==> config.mk <==
export PLATFORM = sky130hd
export DESIGN_NAME = i2c_target
export DESIGN_NICKNAME = d
export VERILOG_FILES = /design/src/rtl/i2ct_pkg.sv /design/src/rtl/i2ct_dp.sv /design/src/rtl/i2ct_ctrl.sv /design/src/rtl/i2c_target.sv
export SDC_FILE = /design/constraint.sdc
export NUM_CORES = 1
export LEC_CHECK = 0
export ABC_AREA = 1
export BUFFER_PORTS_ARGS = -buffer_cell sky130_fd_sc_hd__buf_2
export CAP_MARGIN = 20
export CORE_ASPECT_RATIO = 1.75
export CORE_MARGIN = 5
export CORE_UTILIZATION = 32
export DETAILED_ROUTE_END_ITERATION = 6
export PLACE_DENSITY_LB_ADDON = 0.05
export SLEW_MARGIN = 20
export SYNTH_ARGS = -nofsm -noshare
export SYNTH_HDL_FRONTEND = slang
export SYNTH_SLANG_ARGS = --single-unit
export TNS_END_PERCENT = 5
==> constraint.sdc <==
create_clock -name clk -period 3.7 [get_ports clk]
set_input_delay 0.185 -clock clk [delete_from_list [all_inputs] [get_ports clk]]
set_output_delay 0.185 -clock clk [all_outputs]
set_load 0.05 [all_outputs]
==> src/rtl/i2ct_pkg.sv <==
package i2ct_pkg;
  localparam int BYTE_W = 8;

  // control register bit positions
  localparam int CB_EN     = 0;
  localparam int CB_SMART  = 1;
  localparam int CB_ANY    = 2;
  localparam int CB_STOPEN = 5;
  localparam int CB_APIE   = 6;
  localparam int CB_DIE    = 7;
  localparam logic [7:0] CTRL_MASK = 8'hE7;

  typedef enum logic [1:0] {
    CMD_NOP  = 2'd0,
    CMD_RSV  = 2'd1,
    CMD_DONE = 2'd2,
    CMD_RESP = 2'd3
  } cmd_e;

  typedef enum logic [1:0] {
    PH_IDLE = 2'd0,
    PH_ADDR = 2'd1,
    PH_WR   = 2'd2,
    PH_RD   = 2'd3
  } phase_e;

  // control -> datapath
  typedef struct packed {
    logic             relBus;    // host let the held bus go
    logic             complete;  // finish, wait for START
    logic             nack;      // answer to drive on the ack slot
    logic [BYTE_W-1:0] loadVal;  // byte to shift out in a read
  } hostStrb_t;

  // datapath -> control
  typedef struct packed {
    logic             addrEvt;
    logic             dataEvt;
    logic             stopEvt;
    logic             rw;
    logic             held;
    logic [BYTE_W-1:0] rxByte;
  } busEvt_t;
endpackage

==> src/rtl/i2ct_dp.sv <==
module i2ct_dp
  import i2ct_pkg::*;
#(
  parameter int SYNC_STAGES = 2
) (
  input  logic            clk,
  input  logic            rstN,
  input  logic            sclIn,
  input  logic            sdaIn,
  input  logic            enable,
  input  logic            anyAddr,
  input  logic [6:0]      ownAddr,
  input  hostStrb_t       strb,
  output busEvt_t         evt,
  output logic            sclOe,
  output logic            sdaOe
);
  localparam int CNT_W = $clog2(BYTE_W + 2);
  localparam logic [CNT_W-1:0] LAST_BIT = CNT_W'(BYTE_W);
  localparam logic [CNT_W-1:0] ACK_BIT  = CNT_W'(BYTE_W + 1);

  logic [SYNC_STAGES-1:0] sclSy, sdaSy;
  logic sclS, sdaS, sclP, sdaP;
  logic startDet, stopDet, sclRise, sclFall;
  logic [CNT_W-1:0] bitCnt;
  logic [BYTE_W-1:0] shReg;
  phase_e phase;
  logic hold, relPend, nackSent, addressed, rwReg;
  logic addrEvt, dataEvt, stopEvt;
  logic addrHit;

  always_ff @(posedge clk) begin
    if (!rstN) begin
      sclSy <= '1;
      sdaSy <= '1;
    end else begin
      sclSy <= {sclSy[SYNC_STAGES-2:0], sclIn};
      sdaSy <= {sdaSy[SYNC_STAGES-2:0], sdaIn};
    end
  end

  assign sclS     = sclSy[SYNC_STAGES-1];
  assign sdaS     = sdaSy[SYNC_STAGES-1];
  assign startDet = sclS && sclP && sdaP && !sdaS;
  assign stopDet  = sclS && sclP && !sdaP && sdaS;
  assign sclRise  = sclS && !sclP;
  assign sclFall  = !sclS && sclP;
  assign addrHit  = anyAddr || (shReg[7:1] == ownAddr);

  always_ff @(posedge clk) begin
    if (!rstN) begin
      sclP <= 1'b1; sdaP <= 1'b1;
      bitCnt <= '0; shReg <= '0; phase <= PH_IDLE;
      hold <= 1'b0; relPend <= 1'b0; nackSent <= 1'b0;
      addressed <= 1'b0; rwReg <= 1'b0; sdaOe <= 1'b0;
      addrEvt <= 1'b0; dataEvt <= 1'b0; stopEvt <= 1'b0;
    end else begin
      sclP <= sclS; sdaP <= sdaS;
      addrEvt <= 1'b0; dataEvt <= 1'b0; stopEvt <= 1'b0;
      if (!enable) begin
        phase <= PH_IDLE; hold <= 1'b0; relPend <= 1'b0;
        sdaOe <= 1'b0; bitCnt <= '0; addressed <= 1'b0;
      end else if (startDet) begin
        phase <= PH_ADDR; bitCnt <= '0; hold <= 1'b0;
        relPend <= 1'b0; sdaOe <= 1'b0;
      end else if (stopDet) begin
        stopEvt <= addressed; addressed <= 1'b0;
        phase <= PH_IDLE; hold <= 1'b0; relPend <= 1'b0;
        sdaOe <= 1'b0; bitCnt <= '0;
      end else if (strb.complete) begin
        phase <= PH_IDLE; hold <= 1'b0; relPend <= 1'b0;
        sdaOe <= 1'b0; bitCnt <= '0;
      end else if (hold) begin
        // SDA is set first, SCL follows one cycle later
        if (relPend) begin
          hold <= 1'b0; relPend <= 1'b0;
        end else if (strb.relBus) begin
          relPend <= 1'b1;
          if (bitCnt == LAST_BIT) begin
            sdaOe <= !strb.nack; nackSent <= strb.nack;
          end else begin
            shReg <= strb.loadVal; sdaOe <= !strb.loadVal[BYTE_W-1];
          end
        end
      end else if (phase != PH_IDLE) begin
        if (sclRise) begin
          bitCnt <= bitCnt + 1'b1;
          if (phase != PH_RD && bitCnt < LAST_BIT) shReg <= {shReg[BYTE_W-2:0], sdaS};
          if (phase == PH_RD && bitCnt == LAST_BIT) nackSent <= sdaS;
        end else if (sclFall) begin
          if (phase == PH_RD && bitCnt < LAST_BIT) begin
            shReg <= {shReg[BYTE_W-2:0], 1'b0};
            sdaOe <= !shReg[BYTE_W-2];
          end else if (phase == PH_RD && bitCnt == LAST_BIT) begin
            sdaOe <= 1'b0;
          end else if (bitCnt == LAST_BIT) begin
            if (phase == PH_ADDR && !addrHit) begin
              phase <= PH_IDLE;
            end else if (phase == PH_ADDR) begin
              hold <= 1'b1; addrEvt <= 1'b1; addressed <= 1'b1; rwReg <= shReg[0];
            end else begin
              hold <= 1'b1; dataEvt <= 1'b1;
            end
          end else if (bitCnt == ACK_BIT) begin
            bitCnt <= '0; sdaOe <= 1'b0;
            if (nackSent) phase <= PH_IDLE;
            else if (phase == PH_ADDR) begin
              if (rwReg) begin
                phase <= PH_RD; hold <= 1'b1; dataEvt <= 1'b1;
              end else phase <= PH_WR;
            end else if (phase == PH_RD) begin
              hold <= 1'b1; dataEvt <= 1'b1;
            end
          end
        end
      end
    end
  end

  assign sclOe = hold;
  always_comb begin
    evt.addrEvt = addrEvt;
    evt.dataEvt = dataEvt;
    evt.stopEvt = stopEvt;
    evt.rw      = rwReg;
    evt.held    = hold;
    evt.rxByte  = shReg;
  end

  assert_disabled_quiet_R3: assert property (@(posedge clk) disable iff (!rstN)
    !enable |=> (!sclOe && !sdaOe));

  assert_hold_until_host_R6: assert property (@(posedge clk) disable iff (!rstN)
    (hold && enable && !relPend && !strb.relBus && !strb.complete && !startDet && !stopDet)
      |=> hold);

  assert_miss_no_hold_R4: assert property (@(posedge clk) disable iff (!rstN)
    (enable && !hold && !startDet && !stopDet && !strb.complete && sclFall &&
     phase == PH_ADDR && bitCnt == LAST_BIT && !anyAddr && shReg[7:1] != ownAddr)
      |=> (!sclOe && !addrEvt));
endmodule

==> src/rtl/i2ct_ctrl.sv <==
module i2ct_ctrl
  import i2ct_pkg::*;
#(
  parameter int REG_AW = 3
) (
  input  logic              clk,
  input  logic              rstN,
  input  logic [REG_AW-1:0] regAddr,
  input  logic              regWr,
  input  logic              regRd,
  input  logic [BYTE_W-1:0] regWdata,
  output logic [BYTE_W-1:0] regRdata,
  input  logic              gie,
  input  busEvt_t           evt,
  output hostStrb_t         strb,
  output logic              enable,
  output logic              anyAddr,
  output logic [6:0]        ownAddr,
  output logic              dataIrq,
  output logic              apIrq
);
  localparam logic [REG_AW-1:0] A_CTRL = REG_AW'(0);
  localparam logic [REG_AW-1:0] A_CMD  = REG_AW'(1);
  localparam logic [REG_AW-1:0] A_STAT = REG_AW'(2);
  localparam logic [REG_AW-1:0] A_OWN  = REG_AW'(3);
  localparam logic [REG_AW-1:0] A_DATA = REG_AW'(4);

  logic [BYTE_W-1:0] ctrlReg, dataReg;
  logic [6:0] ownReg;
  logic ackAct, difFlag, apFlag, apKind, dirBit;
  logic cmdWr, dataWr, dataRd;
  cmd_e cmdCode;

  assign cmdWr   = regWr && regAddr == A_CMD;
  assign dataWr  = regWr && regAddr == A_DATA;
  assign dataRd  = regRd && regAddr == A_DATA;
  assign cmdCode = cmd_e'(regWdata[1:0]);

  always_comb begin
    strb.relBus   = (cmdWr && cmdCode == CMD_RESP) ||
                    (ctrlReg[CB_SMART] && (dataWr || dataRd));
    strb.complete = cmdWr && cmdCode == CMD_DONE;
    strb.nack     = cmdWr ? regWdata[2] : ackAct;
    strb.loadVal  = dataWr ? regWdata : dataReg;
  end

  always_ff @(posedge clk) begin
    if (!rstN) begin
      ctrlReg <= '0; dataReg <= '0; ownReg <= '0; ackAct <= 1'b0;
      difFlag <= 1'b0; apFlag <= 1'b0; apKind <= 1'b0; dirBit <= 1'b0;
    end else begin
      if (regWr && regAddr == A_CTRL) ctrlReg <= regWdata & CTRL_MASK;
      if (regWr && regAddr == A_OWN)  ownReg  <= regWdata[6:0];
      if (cmdWr) ackAct <= regWdata[2];
      if (dataWr) dataReg <= regWdata;
      if (strb.relBus || strb.complete) begin
        difFlag <= 1'b0; apFlag <= 1'b0;
      end
      if (evt.addrEvt) begin
        apFlag <= 1'b1; apKind <= 1'b1; dirBit <= evt.rw; dataReg <= evt.rxByte;
      end
      if (evt.dataEvt) begin
        difFlag <= 1'b1;
        if (!dirBit) dataReg <= evt.rxByte;
      end
      if (evt.stopEvt && ctrlReg[CB_STOPEN]) begin
        apFlag <= 1'b1; apKind <= 1'b0;
      end
    end
  end

  always_comb begin
    case (regAddr)
      A_CTRL:  regRdata = ctrlReg;
      A_CMD:   regRdata = {5'd0, ackAct, 2'd0};
      A_STAT:  regRdata = {3'd0, evt.held, dirBit, apKind, apFlag, difFlag};
      A_OWN:   regRdata = {1'b0, ownReg};
      A_DATA:  regRdata = dataReg;
      default: regRdata = '0;
    endcase
  end

  assign enable  = ctrlReg[CB_EN];
  assign anyAddr = ctrlReg[CB_ANY];
  assign ownAddr = ownReg;
  assign dataIrq = ctrlReg[CB_DIE] & difFlag & gie;
  assign apIrq   = ctrlReg[CB_APIE] & apFlag & ctrlReg[CB_STOPEN] & gie;

  assert_addr_sets_flag_R6: assert property (@(posedge clk) disable iff (!rstN)
    evt.addrEvt |=> (apFlag && apKind));

  assert_stop_gated_R7: assert property (@(posedge clk) disable iff (!rstN)
    (evt.stopEvt && !ctrlReg[CB_STOPEN] && !apFlag && !(regWr && regAddr == A_CTRL))
      |=> !apFlag);

  assert_data_flag_R8: assert property (@(posedge clk) disable iff (!rstN)
    (evt.dataEvt && ctrlReg[CB_DIE] && gie && !(regWr && regAddr == A_CTRL)) |=> difFlag);
endmodule

==> src/rtl/i2c_target.sv <==
module i2c_target
  import i2ct_pkg::*;
(
  input  logic       clk,
  input  logic       rstN,
  input  logic [2:0] regAddr,
  input  logic       regWr,
  input  logic       regRd,
  input  logic [7:0] regWdata,
  output logic [7:0] regRdata,
  input  logic       gie,
  input  logic       sclIn,
  input  logic       sdaIn,
  output logic       sclOe,
  output logic       sdaOe,
  output logic       dataIrq,
  output logic       apIrq
);
  hostStrb_t strb;
  busEvt_t evt;
  logic enable, anyAddr;
  logic [6:0] ownAddr;

  i2ct_ctrl #(.REG_AW(3)) ctrl_i (
    .clk(clk), .rstN(rstN), .regAddr(regAddr), .regWr(regWr), .regRd(regRd),
    .regWdata(regWdata), .regRdata(regRdata), .gie(gie), .evt(evt), .strb(strb),
    .enable(enable), .anyAddr(anyAddr), .ownAddr(ownAddr),
    .dataIrq(dataIrq), .apIrq(apIrq)
  );

  i2ct_dp #(.SYNC_STAGES(2)) dp_i (
    .clk(clk), .rstN(rstN), .sclIn(sclIn), .sdaIn(sdaIn), .enable(enable),
    .anyAddr(anyAddr), .ownAddr(ownAddr), .strb(strb), .evt(evt),
    .sclOe(sclOe), .sdaOe(sdaOe)
  );
endmodule

; ---- Word level (Yosys, flattened, before mapping)
; Cells that the tools add are included.
[word_totals]
ff_bits = 55
output_inout_bits = 12
word_cells = 237
[op_classes]
add_sub_neg = 1
magnitude_cmp = 1
n_eq_ne = 34
muxes = 89
bitwise_logic = 18
n_reduce_logical = 69
[ops]
columns = operator, count
row1 = two-way mux 8 bit, 13
row2 = two-way mux 1 bit, 64
row3 = case mux 8 bit (5 select lines), 1
row4 = nonzero test 2 bit, 13
row5 = two-way mux 4 bit, 6
row6 = AND reduction 11 bit, 2
row7 = logical AND 1 bit, 20
row8 = "inequality test 2 x 1 -> 1 bit, second input constant", 9
row9 = AND reduction 9 bit, 2
row10 = "inequality test 4 x 2 -> 1 bit, second input constant", 4
row11 = "inequality test 2 bit, second input constant", 7
row12 = AND reduction 7 bit, 2
row13 = NOT 1 bit, 13
row14 = AND reduction 13 bit, 1
row15 = OR reduction 13 bit, 1
row16 = nonzero test 3 bit, 4
row17 = nonzero test 4 bit, 3
row18 = OR reduction 11 bit, 1
row19 = two-way mux 2 bit, 5
row20 = AND reduction 10 bit, 1
row21 = "equality test 4 bit, second input constant", 2
row22 = zero test 1 bit, 8
row23 = equality test 7 bit, 1
row24 = "equality test 2 bit, second input constant", 3
row25 = other kinds (18), 26

; ---- Depth between registers and ports, before layout
[logic_depth]
depth_word = 15
ltp_mapped = 11
mapped_depth_nobuf = 11

; ---- Cells and area by module
; From an unflattened synthesis, not the netlist that was laid out.
[hier_totals]
hier_cells = 487
area_unflattened_um2 = 3195.6
[by_module_without_submodules]
columns = module, n_inst, cells_each, area_each_um2, seq_area_each_um2
row1 = i2ct_dp, 1, 263, 1781.7, 580.6
row2 = i2ct_ctrl, 1, 224, 1413.9, 520.5

; ---- Least setup slack after synthesis
; OpenSTA, ideal clock, no wires.
[synth_path]
path_kind = input-to-output
start = in regAddr[1]
end = out regRdata[1]
arrival_time_ps = 1667
t_required_ps = 3515
slack_ps = 1848
cell_stages = 5
path_buffers = 0
path_cell_list = inv_2 nand2_2 nor2_1 inv_1 o21ai_0
[synth_via]
elab_chain_len = 2
word_cells_on_any_way = 6
[synth_lines]
columns = element, line_no
row1 = "start, declared", i2c_target.sv:6  ; input logic [2:0] regAddr,
row2 = equality test 3 bit (tied with other cells), i2ct_ctrl.sv:73  ; case (regAddr)
row3 = case mux 8 bit (5 select lines) (*), i2ct_ctrl.sv:73
row4 = "end, declared", i2c_target.sv:10  ; output logic [7:0] regRdata,
; Mark *: on every way between the ends. The rest lies on a longest branch, timed or not.

; ---- Worst setup path in the final report
[layout_path]
start = reg dp_i.hold (netlist: dp_i.sclOe)
end = reg dp_i.shReg[5]
[layout_via]
elab_chain_len = 2
word_cells_on_any_way = 9
[layout_lines]
columns = element, line_no
row1 = "start, declared", i2ct_dp.sv:28  ; logic hold, relPend, nackSent, addressed, rwReg;
row2 = "start signal, assigned", i2ct_dp.sv:54  ; hold <= 1'b0; relPend <= 1'b0; nackSent <= 1'b0;
row3 = "start signal, assigned", i2ct_dp.sv:61  ; phase <= PH_IDLE; hold <= 1'b0; relPend <= 1'b0;
row4 = "start signal, assigned", i2ct_dp.sv:64  ; phase <= PH_ADDR; bitCnt <= '0; hold <= 1'b0;
row5 = inequality test 3 bit (no source line) (tied with other cells), --
row6 = AND reduction 11 bit (no source line), --
row7 = "end signal, assigned", i2ct_dp.sv:82  ; shReg <= strb.loadVal; sdaOe <= !strb.loadVal[BYTE_W-1];
row8 = "end signal, assigned", i2ct_dp.sv:88  ; if (phase != PH_RD && bitCnt < LAST_BIT) shReg <= {shReg[BYTE_W-2:0], sdaS};
row9 = "end signal, assigned", i2ct_dp.sv:92  ; shReg <= {shReg[BYTE_W-2:0], 1'b0};
row10 = "end, declared", i2ct_dp.sv:26  ; logic [BYTE_W-1:0] shReg;
; Parallel ways exist; a longest one is shown, timed or not.
; A chain may end at the register's enable or synchronous reset.

==> summary.txt <==
Run status
  • Status: finished clean

Layout
  • Diodes inserted: 0
  • Filler cell count: roughly 1100
  • Layout cell share with drive strength beyond 1: a little over an eighth
  • Number of standard cells in the final layout excluding fillers: roughly 600
  • Final nets: 506
  • Area growth, synth to finish: 12.4%

Route
  • Overall routed net length: roughly 9.6 mm
  • Via total after detailed routing: 2998
  • WL/cell: approximately 16 um
  • Vias per inst: 4.97
  • Number of nets with antenna violations after routing: 0
  • Number of remaining DRC errors: 0
  • 1st-iter DRT viols: 95
  • First-pass detailed-route iteration total: 4

Logic synthesis
  • Share of synthesized registers carrying an async set or reset: 0%
  • Number of synthesized flops with an enable pin: 0
  • Post-synthesis instance area: 0.00306 mm2
  • Mux contribution to synthesized area: 0%
  • Number of different library cells in the post-synthesis netlist: 38
  • #FFs+latches synth: 55
  • Syn avg cell area: approximately 6.7 um2
  • Main combinational cell family by area after synthesis: simple AND/OR/NAND/NOR gates
  • Post-synth top flop: sky130_fd_sc_hd__dfxtp_1
  • Sequential area share after synthesis: 35.9%
  • Synth Area in Compound Gates: about 18%
  • Synthesized instance count: between 400 and 500
  • Library cell with the highest instance count after synthesis: sky130_fd_sc_hd__nand2_1
  • Share of Yosys cell area claimed by the top area cell type: 35.9%
  • Area share of xor/xnor cells in the synthesized design: less than 1%
  • Post-synthesis share of cell area spent on full adders, half adders and majority gates: 2.45%
  • Synth warn: 0
  • Simple-Gate Fraction of Synth Area: between 30% and 40%
  • Largest area contributor in the synthesized netlist: sky130_fd_sc_hd__dfxtp_1
  • Nets in the synthesized netlist: 481
  • Commonest cells in the synthesized netlist: 113 x sky130_fd_sc_hd__nand2_1, 70 x sky130_fd_sc_hd__inv_1, 55 x sky130_fd_sc_hd__dfxtp_1
  • Top cells by area, synth: sky130_fd_sc_hd__dfxtp_1 36%, sky130_fd_sc_hd__nand2_1 14%, sky130_fd_sc_hd__inv_1 8.6%

Timing
  • Final setup fails: 0
  • Unrepaired setup endpoints after global routing: no
  • Slew of the pin with the lowest slew margin: 0.705 ns
  • Final clock period utilization by the worst path: 57.3%
  • Setup ws final: ~1.6 ns
  • Clock period minus worst slack: around 2.1 ns
  • Largest clock skew in the final design: between 0.006 and 0.007 ns
  • Worst-case headroom to the max-slew limit: 53.0%
  • Number of max-slew violations in the final report: 0
  • Fmax achieved: 472 MHz
  • Final setup TNS: 0 ns
  • Hold violation count in the final report: 0

Power
  • Power, Total: between 1 and 1.5 mW
  • Static leakage: roughly 1.5 nW
  • Power density over the cells: around 340 mW/mm2
  • VDD IR max: just under 0.0002 V

GRT
  • Wire length of the first global-routing pass: 15.4 mm
  • Largest net degree at the start of global routing: 28
  • Number of antenna violations at the first check in global routing: 0
  • Via count of the first global-routing pass: about 3000
  • Total global routing overflow: 0
  • Routing usage on met3: roughly 2.1%
  • Overall Global Routing Usage: between 15 and 20%
  • Met2 usage in global routing: between 30% and 40%
  • Busiest grt layer: met2
  • GR met1 Demand/Resource: approximately 17%

Floorplanning
  • Initial Util: between 30% and 40%
  • Total die area: roughly 0.012 mm2
  • Overall die height: 139 um
  • Core area: ~0.0094 mm2
  • Die boundary width: about 84 um
  • Std-Cell Rows: 47
  • I/O pin total: 30

Critical path
  • CP most frequent cell: sky130_fd_sc_hd__nand2_1
  • Kind of critical path: reg2reg
  • Arrival time at the worst endpoint: between 2 and 2.5 ns
  • Kind of cell with the highest combined delay on the critical path: simple AND/OR/NAND/NOR gates
  • Stages on the worst setup path: 7
  • Setup slack of the most critical reg-to-reg path: 1.58 ns
  • CP Launch Type: flip-flop
  • Critical R2R Capture: dp_i.shReg[5]
  • Required time worst endpoint: roughly 3.9 ns
  • Delay contributed by the slowest stage of the critical path: 0.64 ns
  • Critical path's slowest cell: sky130_fd_sc_hd__dfxtp_1
  • Largest driver fanout on the critical path: 22
  • Reg2Reg Depth: 7
  • Crit path capture type: flip-flop
  • Cell breakdown of the critical path: inv_1 > nand2_1 > nand2_1 > nor2_8 > nand2_4 > nand2_1 > a21oi_1
  • Critical Path Start: dp_i.sclOe
  • Startpoint of the most critical register-to-register path: dp_i.sclOe
  • Timing endpoint of the critical path: dp_i.shReg[5]
  • Number of buffer and inverter instances along the worst setup path: 1

Run
  • Max-Cap Viols: 0

Placed design
  • Final GP Congestion: between 0.8 and 0.9
  • Pre-CTS setup slack: roughly 1.6 ns
  • Detailed placer's ending HPWL: about 7.5 mm
  • Number of cells after detailed placement: ~600
  • Buffers added on ports: 29

Clock tree
  • Maximum level of the CTS H-tree: 2
  • Post-CTS Setup Inserts: 0
  • CTS Sinks: 55
  • Buffer cell driving the clock tree root: sky130_fd_sc_hd__clkbuf_16
  • Clock tree from TritonCTS: yes
  • Clock tree buffer depth: 2
  • Total clock buffers created by CTS: 5
  • Post-cts sizing count: 0
  • Count of hold buffers inserted by post-cts repair: 0
  • Clock insertion delay at the later pin of the skew report: 0.29 ns
  • Clock slew seen by the registers of the worst setup and hold paths: ~0.07 ns

Min path
  • Hold Crit Class: in2reg
metrics by stage:
stage               utilization [%]  cell area, um2  hold slack, ns
finish                         36.6            3440          0.0769
global route                   36.6            3440          0.0736
CTS                            36.6            3440          0.0667
detailed placement             35.2            3310           0.373
global placement               35.2            3310           0.370
floorplan                         -            3060           0.292
cell usage in the layout, fill, tap and decap left out, types with 2 or more instances in the layout:
cell / count
sky130_fd_sc_hd__nand2_1: 113
sky130_fd_sc_hd__inv_1: 70
sky130_fd_sc_hd__dfxtp_1: 55
sky130_fd_sc_hd__o21ai_0: 36
sky130_fd_sc_hd__nor2_1: 34
sky130_fd_sc_hd__a21oi_1: 33
sky130_fd_sc_hd__buf_2: 29
sky130_fd_sc_hd__nand3_1: 25
sky130_fd_sc_hd__o21ai_1: 10
sky130_fd_sc_hd__nor3_1: 7
sky130_fd_sc_hd__o211ai_1: 7
sky130_fd_sc_hd__ha_1: 6
sky130_fd_sc_hd__inv_2: 5
sky130_fd_sc_hd__o221ai_1: 5
sky130_fd_sc_hd__clkbuf_16: 5
sky130_fd_sc_hd__nand3_2: 4
sky130_fd_sc_hd__or2_2: 4
sky130_fd_sc_hd__nand4_1: 4
sky130_fd_sc_hd__nor4_1: 3
sky130_fd_sc_hd__nand2_2: 2
sky130_fd_sc_hd__nor2_8: 2
sky130_fd_sc_hd__nor2_4: 2
sky130_fd_sc_hd__nor2_2: 2
sky130_fd_sc_hd__nand3b_1: 2
sky130_fd_sc_hd__nand2_4: 2
sky130_fd_sc_hd__o21bai_1: 2
cell families after synthesis:
kind of cell / Yosys count
buffers and inverters: 86
and+or+nand+nor: 210
xor gates and xnor gates: 2
adders and majority gates: 6
AOI/OAI and AO/OA: 98
DFF: 55
how the worst min path moves through the flow:
stage / startpoint / endpoint / slack, ns / cells past startpoint
final: sdaIn / dp_i.sdaSy[0] / 0.08 / 2
after global placement: sdaIn / dp_i.sdaSy[0] / 0.37 / 2
after global routing: sdaIn / dp_i.sdaSy[0] / 0.07 / 2
after detailed placement: sdaIn / dp_i.sdaSy[0] / 0.37 / 2
after floorplan: sclIn / dp_i.sclSy[0] / 0.29 / 1
after CTS: sdaIn / dp_i.sdaSy[0] / 0.07 / 2
flip-flops by register name, indices dropped and copies added (netlist names), 2 cells and up:
name / count
dp_i.shReg: 8
dp_i.phase: 2
dp_i.sdaSy: 2
ctrl_i.ctrlReg: 6
dp_i.sclSy: 2
ctrl_i.dataReg: 8
dp_i.bitCnt: 4
ctrl_i.ownAddr: 7
layer usage:
metal | up-vias | share of wire [%]
met5 | - | 0
met2 | 51 | 55
met4 | 0 | 3.9
met1 | 1397 | 39
li1 | 1528 | -
met3 | 22 | 2.4
power breakdown:
group,switching [mW],total [mW],internal (mW)
sequential,0.00543,0.608,0.602
combinational,0.0679,0.0963,0.0284
clock,0.210,0.454,0.244
total,0.284,1.16,0.874
area by class of cell:
type | count | area [um2] | area share (%)
multi-input cells | 316 | 1630 | 47.3
well taps | 122 | 153 | 4.43
inverters | 75 | 282 | 8.18
clock buffers | 5 | 125 | 3.63
flip-flops and latches | 55 | 1100 | 32.0
repair buffers | 29 | 145 | 4.22
clock inverters | 1 | 7.51 | 0.218
worst reg2reg max path, stage by stage (launching register included):
cell	delay [ns]
sky130_fd_sc_hd__dfxtp_1	0.64
sky130_fd_sc_hd__inv_1	0.48
sky130_fd_sc_hd__nand2_1	0.25
sky130_fd_sc_hd__nand2_1	0.15
sky130_fd_sc_hd__nor2_8	0.22
sky130_fd_sc_hd__nand2_4	0.11
sky130_fd_sc_hd__nand2_1	0.08
sky130_fd_sc_hd__a21oi_1	0.05
Power figures use the tool's default switching activity.
